**src/rtl/satmul_pkg.sv**
```systemverilog
package satmul_pkg;

    typedef enum logic {
        MODE_UNSIGNED = 1'b0,
        MODE_TWOS     = 1'b1
    } mul_mode_e;

    // two highest product bits the array builds: column N and column N-1
    typedef struct packed {
        logic col_n;
        logic col_n1;
    } top_bits_t;

    // what the clamp needs from the detector and the operand signs
    typedef struct packed {
        logic flag;
        logic neg;
    } clamp_ctl_t;

    // merge the shared flag with the residual belonging to the active mode
    function automatic logic merge_flag(input logic v_pre, input mul_mode_e m,
                                        input logic rt, input logic ru,
                                        input top_bits_t tb);
        logic tail;
        if (m == MODE_TWOS) tail = rt | (tb.col_n ^ tb.col_n1);
        else                tail = ru | tb.col_n;
        return v_pre | tail;
    endfunction

endpackage

```
**src/rtl/satmul_pparray.sv**
```systemverilog
module satmul_pparray #(
    parameter int N = 8
) (
    input  logic [N-1:0]         a,
    input  logic [N-1:0]         b,
    input  satmul_pkg::mul_mode_e mode,
    output logic [N:0]           p
);
    localparam int W = N + 1;

    logic tw;
    assign tw = (mode == satmul_pkg::MODE_TWOS);

    // sum only the partial products that land in columns 0..N
    always_comb begin
        logic [W-1:0] acc;
        logic         pb;
        acc = '0;
        for (int r = 0; r < N; r++) begin
            for (int c = 0; c < N; c++) begin
                if (r + c <= N) begin
                    pb  = (a[c] & b[r]) ^ (tw & ((r == N-1) != (c == N-1)));
                    acc = acc + (W'(pb) << (r + c));
                end
            end
        end
        acc = acc + (W'(tw) << N);
        p = acc;
    end

endmodule

```
**src/rtl/satmul_ovfdet.sv**
```systemverilog
module satmul_ovfdet #(
    parameter int N = 8
) (
    input  logic [N-1:1]          a_hi,
    input  logic [N-1:1]          b_hi,
    input  satmul_pkg::mul_mode_e mode,
    input  satmul_pkg::top_bits_t top,
    output logic                  ovf
);
    logic tw;
    logic [N-2:1] au;
    logic [N-2:1] bu;
    logic [N-1:3] o_run;
    logic [N-1:3] v_run;
    logic ru_pre;
    logic ru;
    logic rt;

    assign tw = (mode == satmul_pkg::MODE_TWOS);

    // fold magnitude bits against their sign bit in signed mode
    assign au = a_hi[N-2:1] ^ {(N-2){tw & a_hi[N-1]}};
    assign bu = b_hi[N-2:1] ^ {(N-2){tw & b_hi[N-1]}};

    // shared leading-bit recurrence
    assign o_run[3] = au[N-2];
    assign v_run[3] = au[N-2] & bu[2];

    generate
        for (genvar i = 3; i <= N-2; i++) begin : g_step
            assign o_run[i+1] = o_run[i] | au[N-i];
            assign v_run[i+1] = v_run[i] | (o_run[i+1] & bu[i]);
        end
    endgenerate

    // unsigned residual: terms that involve an operand MSB
    assign ru_pre = |b_hi[N-1:1];
    assign ru     = (b_hi[N-1] & (a_hi[1] | o_run[N-1])) | (a_hi[N-1] & ru_pre);

    // signed residual: anti-diagonal just above the shared region
    always_comb begin
        rt = 1'b0;
        for (int i = 1; i <= N-2; i++) rt = rt | (au[N-1-i] & bu[i]);
    end

    assign ovf = satmul_pkg::merge_flag(v_run[N-1], mode, rt, ru, top);

endmodule

```
**src/rtl/satmul_clamp.sv**
```systemverilog
module satmul_clamp #(
    parameter int N = 8
) (
    input  logic [N-1:0]           prod_lo,
    input  satmul_pkg::clamp_ctl_t ctl,
    input  satmul_pkg::mul_mode_e  mode,
    output logic [N-1:0]           res
);
    logic [N-1:0] bound;

    always_comb begin
        if (mode == satmul_pkg::MODE_UNSIGNED) bound = '1;
        else                                   bound = {ctl.neg, {(N-1){~ctl.neg}}};
        res = ctl.flag ? bound : prod_lo;
    end

endmodule

```
**src/rtl/satmul_dual.sv**
```systemverilog
module satmul_dual #(
    parameter int N = 8
) (
    input  logic [N-1:0] op_a,
    input  logic [N-1:0] op_b,
    input  logic         twos_mode,
    output logic [N-1:0] result,
    output logic         ovf
);
    import satmul_pkg::*;

    mul_mode_e  mode;
    logic [N:0] prod;
    top_bits_t  top;
    clamp_ctl_t ctl;
    logic       flag;

    assign mode = mul_mode_e'(twos_mode);

    satmul_pparray #(.N(N)) u_arr (
        .a    (op_a),
        .b    (op_b),
        .mode (mode),
        .p    (prod)
    );

    assign top = '{col_n: prod[N], col_n1: prod[N-1]};

    satmul_ovfdet #(.N(N)) u_det (
        .a_hi (op_a[N-1:1]),
        .b_hi (op_b[N-1:1]),
        .mode (mode),
        .top  (top),
        .ovf  (flag)
    );

    assign ctl = '{flag: flag, neg: op_a[N-1] ^ op_b[N-1]};

    satmul_clamp #(.N(N)) u_clamp (
        .prod_lo (prod[N-1:0]),
        .ctl     (ctl),
        .mode    (mode),
        .res     (result)
    );

    assign ovf = flag;

endmodule

```
**config.mk**
```make
export PLATFORM = sky130hd
export DESIGN_NAME = satmul_dual
export DESIGN_NICKNAME = d
export VERILOG_FILES = /design/src/rtl/satmul_pkg.sv /design/src/rtl/satmul_pparray.sv /design/src/rtl/satmul_ovfdet.sv /design/src/rtl/satmul_clamp.sv /design/src/rtl/satmul_dual.sv
export SDC_FILE = /design/constraint.sdc
export NUM_CORES = 1
export LEC_CHECK = 0
export ABC_AREA = 1
export BUFFER_PORTS_ARGS = -buffer_cell sky130_fd_sc_hd__buf_2
export CAP_MARGIN = 20
export CORE_ASPECT_RATIO = 1.1
export CORE_MARGIN = 2
export CORE_UTILIZATION = 61
export DETAILED_ROUTE_END_ITERATION = 16
export GPL_TIMING_DRIVEN = 0
export PLACE_DENSITY = 0.85
export SLEW_MARGIN = 20
export SYNTH_ARGS = -nofsm -noshare
export SYNTH_HDL_FRONTEND = slang
export SYNTH_SLANG_ARGS = --single-unit
export TNS_END_PERCENT = 10
```
**constraint.sdc**
```tcl
create_clock -name vclk -period 18.8
set_clock_uncertainty 0.2 [all_clocks]
set_input_delay 3.76 -clock vclk [all_inputs]
set_output_delay 3.76 -clock vclk [all_outputs]
set_load 0.005 [all_outputs]
```
### Yosys cells after proc, flatten, opt, wreduce, memory -nomap -nowiden

Cells that the tools add are included.

| cells by class | value |
|---|---|
| reductions and logical operators | 1 |
| bitwise gates (word level) | 85 |
| muxes and demuxes | 3 |
| add/subtract/negate cells | 43 |

Operator list:

| operator | count |
|---|---|
| $add 9x8->9 | 8 |
| $add 9x9->9 | 8 |
| $add 9x7->9 | 7 |
| $and 1x1->1 | 58 |
| $add 9x6->9 | 6 |
| $add 9x5->9 | 5 |
| $add 9x4->9 | 4 |
| $add 9x3->9 | 3 |
| $or 1x1->1 | 18 |
| $mux 8 | 2 |
| $xor 6x6->6 | 2 |
| $add 9x2->9 | 1 |
| $reduce_or 7->1 | 1 |
| $xor 1x1->1 | 6 |
| $add 1x2->3 | 1 |
| $mux 1 | 1 |
| $not 1->1 | 1 |

| word-level totals | value |
|---|---|
| flip-flop bits (word level) | 0 |

### Depth between registers and ports, before layout

Gate-level depths: netlist of run 1.

| logic depth | value |
|---|---|
| word-level depth | 49 |
| depth in mapped cells | 26 |
| mapped depth without buffers | 25 |

### Modules after synthesis

A second synthesis of run 1 with hierarchy kept.

| unflattened totals | value |
|---|---|
| cell total of the unflattened synthesis | 297 |
| area, all modules | 1,656.6 sq um |

By module, submodules not included:

| module | area an instance (sq um) | cells each | times used |
|---|---|---|---|
| satmul_pparray | 1,148.6 | 175 | 1 |
| satmul_ovfdet | 404.1 | 95 | 1 |
| satmul_clamp | 85.1 | 22 | 1 |
| satmul_dual | 18.8 | 5 | 1 |

### Worst setup path before layout of run 1

Ideal clock, no wire load.

| timing path | value |
|---|---|
| path type | input to output |
| from | input port op_b[0] |
| to | output port result[0] |
| data arrival time | 7,762 ps |
| path slack | 7,078 ps |
| stages on the path | 23 |
| required time | 14,840 ps |
| path through | clkbuf_1 > nand2_1 > xor2_1 > fa_1 > fa_1 > fa_1 > inv_1 > fa_1 > ha_1 > a21oi_1 > nand2_1 > nand2_1 > nand2_1 > inv_1 > nand2_1 > nand2_1 > nand3_1 > nand2_1 > nand2_2 > a21oi_4 > nand2_4 > nand2_4 > nand2_1 |

| on the way | value |
|---|---|
| cells in the longest elaborated chain, start to end | 49 |
| elaborated cells between the ends (all ways) | 58 |

Ends and longest elaborated chain:

| element | RTL line | text |
|---|---|---|
| start: declaration | satmul_dual.sv:5 | `input logic [N-1:0] op_b,` |
| $and 1x1->1 | satmul_pparray.sv:22 | `pb = (a[c] & b[r]) ^ (tw & ((r == N-1) != (c == N-1)));` |
| $add 1x2->3 | satmul_pparray.sv:23 | `acc = acc + (W'(pb) << (r + c));` |
| $add 9x3->9 | satmul_pparray.sv:23 |  |
| $add 9x4->9 | satmul_pparray.sv:23 |  |
| $add 9x5->9 | satmul_pparray.sv:23 |  |
| $add 9x6->9 | satmul_pparray.sv:23 |  |
| $add 9x7->9 | satmul_pparray.sv:23 |  |
| $add 9x8->9 * | satmul_pparray.sv:23 |  |
| [... 34 more ...] | n/a |  |
| $add 9x9->9 * | satmul_pparray.sv:23 |  |
| $add 9x9->9 * | satmul_pparray.sv:27 | `acc = acc + (W'(tw) << N);` |
| $xor 1x1->1 | satmul_pkg.sv:25 | `if (m == MODE_TWOS) tail = rt \| (tb.col_n ^ tb.col_n1);` |
| $or 1x1->1 | satmul_pkg.sv:25 |  |
| $mux 1 * | satmul_pkg.sv:25 |  |
| $or 1x1->1 * | satmul_pkg.sv:27 | `return v_pre \| tail;` |
| via ovf | satmul_dual.sv:8 | `output logic ovf` |
| $mux 8 * | satmul_clamp.sv:14 | `res = ctl.flag ? bound : prod_lo;` |
| end: declaration | satmul_dual.sv:7 | `output logic [N-1:0] result,` |

The timed path passes the listed nets; every way through them passes the cells marked *.

### Worst setup path after layout of run 1

| timing path | value |
|---|---|
| from | input port op_b[0] |
| to | output port result[3] |

| on the way | value |
|---|---|
| cells in the longest elaborated chain, start to end | 49 |
| elaborated cells between the ends (all ways) | 58 |

Ends and longest elaborated chain:

| element | RTL line |
|---|---|
| $and 1x1->1 | satmul_pparray.sv:22 |
| $add 1x2->3 | satmul_pparray.sv:23 |
| $add 9x3->9 | satmul_pparray.sv:23 |
| $add 9x4->9 | satmul_pparray.sv:23 |
| $add 9x5->9 | satmul_pparray.sv:23 |
| $add 9x6->9 | satmul_pparray.sv:23 |
| $add 9x7->9 | satmul_pparray.sv:23 |
| $add 9x8->9 * | satmul_pparray.sv:23 |
| [... 33 more ...] | n/a |
| $add 9x8->9 * | satmul_pparray.sv:23 |
| $add 9x9->9 * | satmul_pparray.sv:23 |
| $add 9x9->9 * | satmul_pparray.sv:27 |
| $xor 1x1->1 | satmul_pkg.sv:25 |
| $or 1x1->1 | satmul_pkg.sv:25 |
| $mux 1 | satmul_pkg.sv:25 |
| $or 1x1->1 | satmul_pkg.sv:27 |
| $mux 8 * | satmul_clamp.sv:14 |

Mark *: on every way between the ends. The rest lies on a longest branch, timed or not.

==> results of run 1 <==
-- cell type report --
cell class / instances / share of cell area (%)
well taps: 31 / 2.17
multi-input cells: 192 / 76.5
inverters: 64 / 13.4
repair buffers: 14 / 3.92
plain buffers: 13 / 3.92
-- worst paths after layout --
check / endpoint / slack (ps) / cells after the start / start
max: result[3] / 6500 / 24 / op_b[0]
min: result[7] / 7710 / 5 / twos_mode
-- stage by stage --
step	total power, mW	hold WS [ps]	setup WS, ps	instance area [um2]	utilization, %
6_report	0.0863	7710	6500	1790	69.6
5_1_grt	0.101	7760	6120	1790	69.6
4_1_cts	0.0869	7720	6490	1790	69.6
3_5_place_dp	0.0868	7720	6490	1790	69.6
3_3_place_gp	0.0843	7720	6600	1790	69.6
2_1_floorplan	0.0684	7610	7080	1680	-
-- metal layers --
layer	vias up	global-route usage [%]
met5	-	0
li1	811	-
met2	32	49.1
met4	0	0.714
met3	0	0.253
met1	745	32.3
-- critical path, stage by stage --
cell	delay [ps]
clkbuf_1	320
nand2_1	110
xor2_1	190
fa_1	470
fa_1	510
fa_1	540
inv_1	50
fa_1	490
ha_1	360
a21oi_1	210
nand2_1	70
nand2_1	60
nand2_1	70
inv_1	60
nand2_1	40
nand2_1	100
nand3_1	100
nand2_1	110
nand2_2	70
a21oi_4	270
nand2_4	100
nand2_4	100
nand2_1	50
buf_2	120
-- cells in the mapped netlist --
library cell | count | area share, %
xnor2_1 | 5 | 2.6
clkinv_1 | 1 | 0.22
nand2_1 | 94 | 21
ha_1 | 12 | 8.9
nand3_2 | 1 | 0.60
xor2_1 | 8 | 4.2
inv_2 | 2 | 0.45
buf_6 | 1 | 0.67
nand2_2 | 4 | 1.5
or2_2 | 1 | 0.37
nand2_8 | 1 | 1.2
o31ai_1 | 1 | 0.45
a211oi_1 | 1 | 0.45
a21oi_1 | 3 | 0.89
buf_2 | 8 | 2.4
xor2_2 | 2 | 1.9
nand3_1 | 24 | 7.2
o21ai_0 | 3 | 0.89
a21oi_2 | 1 | 0.52
nand2_4 | 3 | 2.0
a21oi_4 | 1 | 0.97
clkbuf_1 | 3 | 0.67
inv_1 | 61 | 14
nor3_1 | 1 | 0.30
o22ai_1 | 1 | 0.37
nor2_1 | 4 | 0.89
buf_4 | 1 | 0.45
nor2_2 | 1 | 0.37
fa_1 | 20 | 24
-- report_power, final --
part	switching, mW	internal [mW]
clock	0	0
sequential	0	0
combinational	0.0520	0.0343
total	0.0520	0.0343
-- layout by cell type (no fill, tap or decap) --
cell type,Yosys,final
inv_2,2,2
buf_6,1,1
ha_1,12,12
nand2_4,3,3
inv_1,61,61
fa_1,20,20
xor2_2,2,2
clkinv_1,1,1
nand2_1,94,94
nand2_8,1,1
buf_2,8,22
clkbuf_1,3,3
a21oi_4,1,1
nand2_2,4,4
or2_2,1,1
o22ai_1,1,1
nor3_1,1,1
nor2_1,4,4
xor2_1,8,8
a21oi_1,3,3
a211oi_1,1,1
nand3_1,24,24
buf_4,1,1
a21oi_2,1,1
nand3_2,1,1
xnor2_1,5,5
o31ai_1,1,1
nor2_2,1,1
o21ai_0,3,3
-- kinds of logic (layout without fill, tap and decap cells) --
family	count (synthesis)	after routing	synth area share [%]
compound gates	11	11	4.55
xor+xnor	15	15	8.72
fa+ha+maj	32	32	32.8
buf+inv	77	91	18.5
simple gates	134	134	35.4
==> impl_results.md, run 1 <==
- DRT Wirelength: 3660 um
- Post-Layout Cell Count: between 300 and 400
- Slew headroom: about two thirds
- Resized Gates After CTS: 0
- Wire length on met3: approximately 120 um
- Synth cell types: 29
- Avg WL per Cell: between 10 and 15 um
- DP HPWL: slightly above 3000 um
- Max-capacitance violation count: 0
- Largest net degree at the start of global routing: 11
- CORE AREA: roughly 2600 um2
- Row count: 19
- WL met2: a little under 2000 um
- Crit path DAT: approximately 8300 ps
- Count of pins over their slew limit: 0
- GP Congestion: approximately 0.88
- Kind of critical path: in2out
- Run status: completed
- Antenna cells: 0
- Unrepaired setup endpoints after global routing: false
- Total congestion overflow: 0
- Post-Syn Instances: ~270
- Clock Buffer Count: 0
- Highest clock rate: between 0.08 and 0.09 GHz
- Sequential element share of the synthesized area: 0%
- Multi-input logic area: approximately 1400 um2
- I/O pin count: 26
- CP Capture Type: output port
- DRC errors left: 0
- Crit path launch type: input pin
- DRT met1 WL: between 1500 and 2000 um
- Die height: 59.0 um
- Initial Util: about two thirds
- Max IR drop VDD: 32.1 uV
- Req. time, crit path: between 10,000 and 15,000 ps
- Final ANT Viol Nets: 0
- Worst hold path class: in2out
- Initial DRC count: 29
- Seq Cell Count: 0
- DR vias: approximately 1.6k
- Max FO, Critical Path: 9
- Average size of a mapped cell: roughly 6.2 um2
- First-pass GRT wire length: just over 6000 um
- Initial antenna violation count: 0
- Total Nets Final: 334
- Final hold violations: 0
- Final setup vio count: 0
- Leak: ~1.2 nW
- GR Util All Layers: about a quarter
- Die Width: between 50 and 60 um
- Hold_buf cts: 0
- Pre-Repair DR Iteration Count: 4
- Placed insts: 314
- Postcts setup bufs: 0
- Share of cells above drive strength 1: between 10% and 20%
- Setup TNS: 0 ps
- Cell area power density: 48.3 nW/um2
- Slew @ Worst Pin: approximately 520 ps
- Seq. cell area: 0 um2
- Via density per instance: 5.06
- I/O Buffers: 14
- Fin crit share: between 60% and 70%
- Number of fill cells: around 240
- DR top layer: met3
- Syn nets: ~320
- Area growth, synth to finish: 6.49%
- Mapped Area: approximately 1700 um2
- Yosys warns: 0
- Number of global-route vias before repair: roughly 1.5k
- Fin crit period: 12,300 ps
- Die area: 3190 um2
(Power assumes the default switching activity.)
==> run 2, diff against run 1 <==
ABC_AREA = 0   (was 1)
CORE_UTILIZATION = 55   (was 61)
PLACE_DENSITY = 0.81   (was 0.85)
clock period = 11.2 ns   (was 18.8 ns; I/O delays follow)
==> impl_results.md, run 2 <==
- Largest net degree at the start of global routing: 11
- Cell area power density: between 100 and 150 nW/um2
- Sequential power share: 0%
- GP Congestion: about 0.96
- Max stage delay on crit path: between 500 and 600 ps
- Share of cells above drive strength 1: 15.8%
- Synth cell types: between 40 and 50
- Postcts setup bufs: 0
- CP Capture Type: output port
- Most frequent cells in the layout: inv_1, and2_1, nand2_1
- Avg WL per Cell: 15.0 um
- Max IR drop VDD: about 190 uV
- Total Nets Final: approximately 270
- DP HPWL: about 3100 um
- Worst hold path class: in2out
- Yosys top cell by area: fa_1
- Unrepaired setup endpoints after global routing: false
- Mapped Area: ~1700 um2
- Combinational Power Share: 100.0%
- I/O Buffers: 18
- Leak: between 0.8 and 0.9 nW
- Seq Cell Count: 0
- Final hold violations: 0
- Highest clock rate: around 0.10 GHz
- DRC errors left: 0
- Share of the synthesized area in the top cell type: 24.2%
- Sequential element share of the synthesized area: 0%
- First-pass GRT wire length: between 6000 and 7000 um
- Internal Pwr Total: 92.8 uW
- Die height: slightly above 60 um
- Hold_sp: op_a[0]
- I/O pin count: 26
- DP Area: 1780 um2
- Clock share of power: 0%
- Clock Buffer Count: 0
- CORE AREA: 2800 um2
- Fin crit period: just under 10,000 ps
- Syn nets: 253
- Crit-path most repeated cell: fa_1
- Row count: 20
- Antenna cells: 0
- Area growth, synth to finish: 7.95%
- Die Width: ~56 um
- Run status: completed
- Post-Layout Inst Area: 1780 um2
- Crit path launch type: input pin
- Kind of critical path: in2out
- Max-capacitance violation count: 0
- GR Util All Layers: 23.5%
- Req. time, crit path: between 8000 and 9000 ps
- Post-Syn Instances: between 200 and 250
- Seq. cell area: 0 um2
- Average size of a mapped cell: ~8 um2
- Switching pwr: between 90 and 100 uW
- Final setup vio count: 0
- Cells along the critical path: buf_2 > clkbuf_1 > xor2_1 > fa_1 > fa_1 > fa_1 > inv_1 > fa_1 > ha_1 > a21oi_1 > xnor3_1 > xor3_1 > or2_1 > o22ai_4 > a21oi_1 > buf_2
- Hold_buf cts: 0
- Sw Share: between 50% and 60%
- WHS Path Cells: 4
- Hold endpoint: result[0]
- Pre-Repair DR Iteration Count: 4
- Crit path DAT: roughly 7200 ps
- Number of global-route vias before repair: between 1k and 1.5k
- Count of pins over their slew limit: 0
- Yosys warns: 0
- Layout Utilization: between 60% and 70%
- Die area: ~3500 um2
- Worst path slowest cell: fa_1
- Initial DRC count: between 70 and 80
- Most common cell after layout, fill and taps aside: inv_1
- Slew headroom: between 60% and 70%
- Hold WS: around 4700 ps
- Resized Gates After CTS: 0
- Total congestion overflow: 0
- DR vias: approximately 1.5k
- DRT Wirelength: 3820 um
- Setup TNS: 0 ps
- Initial Util: between 50% and 60%
- Fin crit share: between 80% and 90%
- Synth area leaders: fa_1, and2_1, ha_1
- Max FO, Critical Path: 10
- Slew @ Worst Pin: approximately 540 ps
- Top-count cell post-synth: inv_1
- Final ANT Viol Nets: 0
- Initial antenna violation count: 0
- Top cells by count, synth: inv_1, and2_1, nand2_1, fa_1
- Via density per instance: ~5.8
run 2: worst max-delay path by stage:
| stage | startpoint | to | slack (ps) | cells past startpoint |
|---|---|---|---|---|
| 2_1_floorplan | twos_mode | result[0] | 2220 | 14 |
| 3_3_place_gp | twos_mode | result[5] | 1570 | 16 |
| 3_5_place_dp | twos_mode | result[3] | 1530 | 16 |
| 4_1_cts | twos_mode | result[3] | 1520 | 16 |
| 5_1_grt | twos_mode | result[5] | 1330 | 16 |
| 6_report | twos_mode | result[3] | 1520 | 16 |
run 2: final cells by class:
cell class                 instances  area [um2]
inverter                          29         109
buffer                            13        72.6
timing repair buffer              18        90.1
fill                             263        1020
tap                               33        41.3
multi-input combinational        162        1470
run 2: kinds of logic after synthesis:
family	share of synthesized area (%)
adder cells (fa/ha/maj)	33.3
buffers and inverters	11.0
XOR/XNOR	16.7
AND/OR/NAND/NOR	24.0
AO/OA/AOI/OAI	15.1
run 2: through the flow:
stage | total power, mW | instances | worst slack, ps
floorplan | 0.152 | 204 | 2220
global placement | 0.188 | 255 | 1570
detailed placement | 0.191 | 255 | 1530
CTS | 0.193 | 255 | 1520
global route | 0.212 | 255 | 1330
finish | 0.191 | 255 | 1520
run 2: worst max-delay path, delay by kind of cell:
| family | cells | cell delay (ps) |
|---|---|---|
| buffers and inverters | 4 | 720 |
| AOI/OAI and AO/OA | 3 | 490 |
| and+or+nand+nor | 1 | 260 |
| xor gates and xnor gates | 3 | 1150 |
| adders and majority gates | 5 | 2360 |
run 2: power by group through the flow:
stage          registers [mW]  clock network [mW]  logic (mW)
2_1_floorplan               0                   0       0.152
3_3_place_gp                0                   0       0.188
3_5_place_dp                0                   0       0.191
4_1_cts                     0                   0       0.193
5_1_grt                     0                   0       0.212
6_report                    0                   0       0.191
run 2: metal layers:
layer | track usage (%) | vias to the layer above | share of wire [%]
met5 | 0 | - | 0
met4 | 5.78 | 0 | 2.4
met3 | 0.630 | 8 | 5.7
met2 | 43.2 | 69 | 51
met1 | 31.3 | 698 | 41
li1 | - | 706 | -
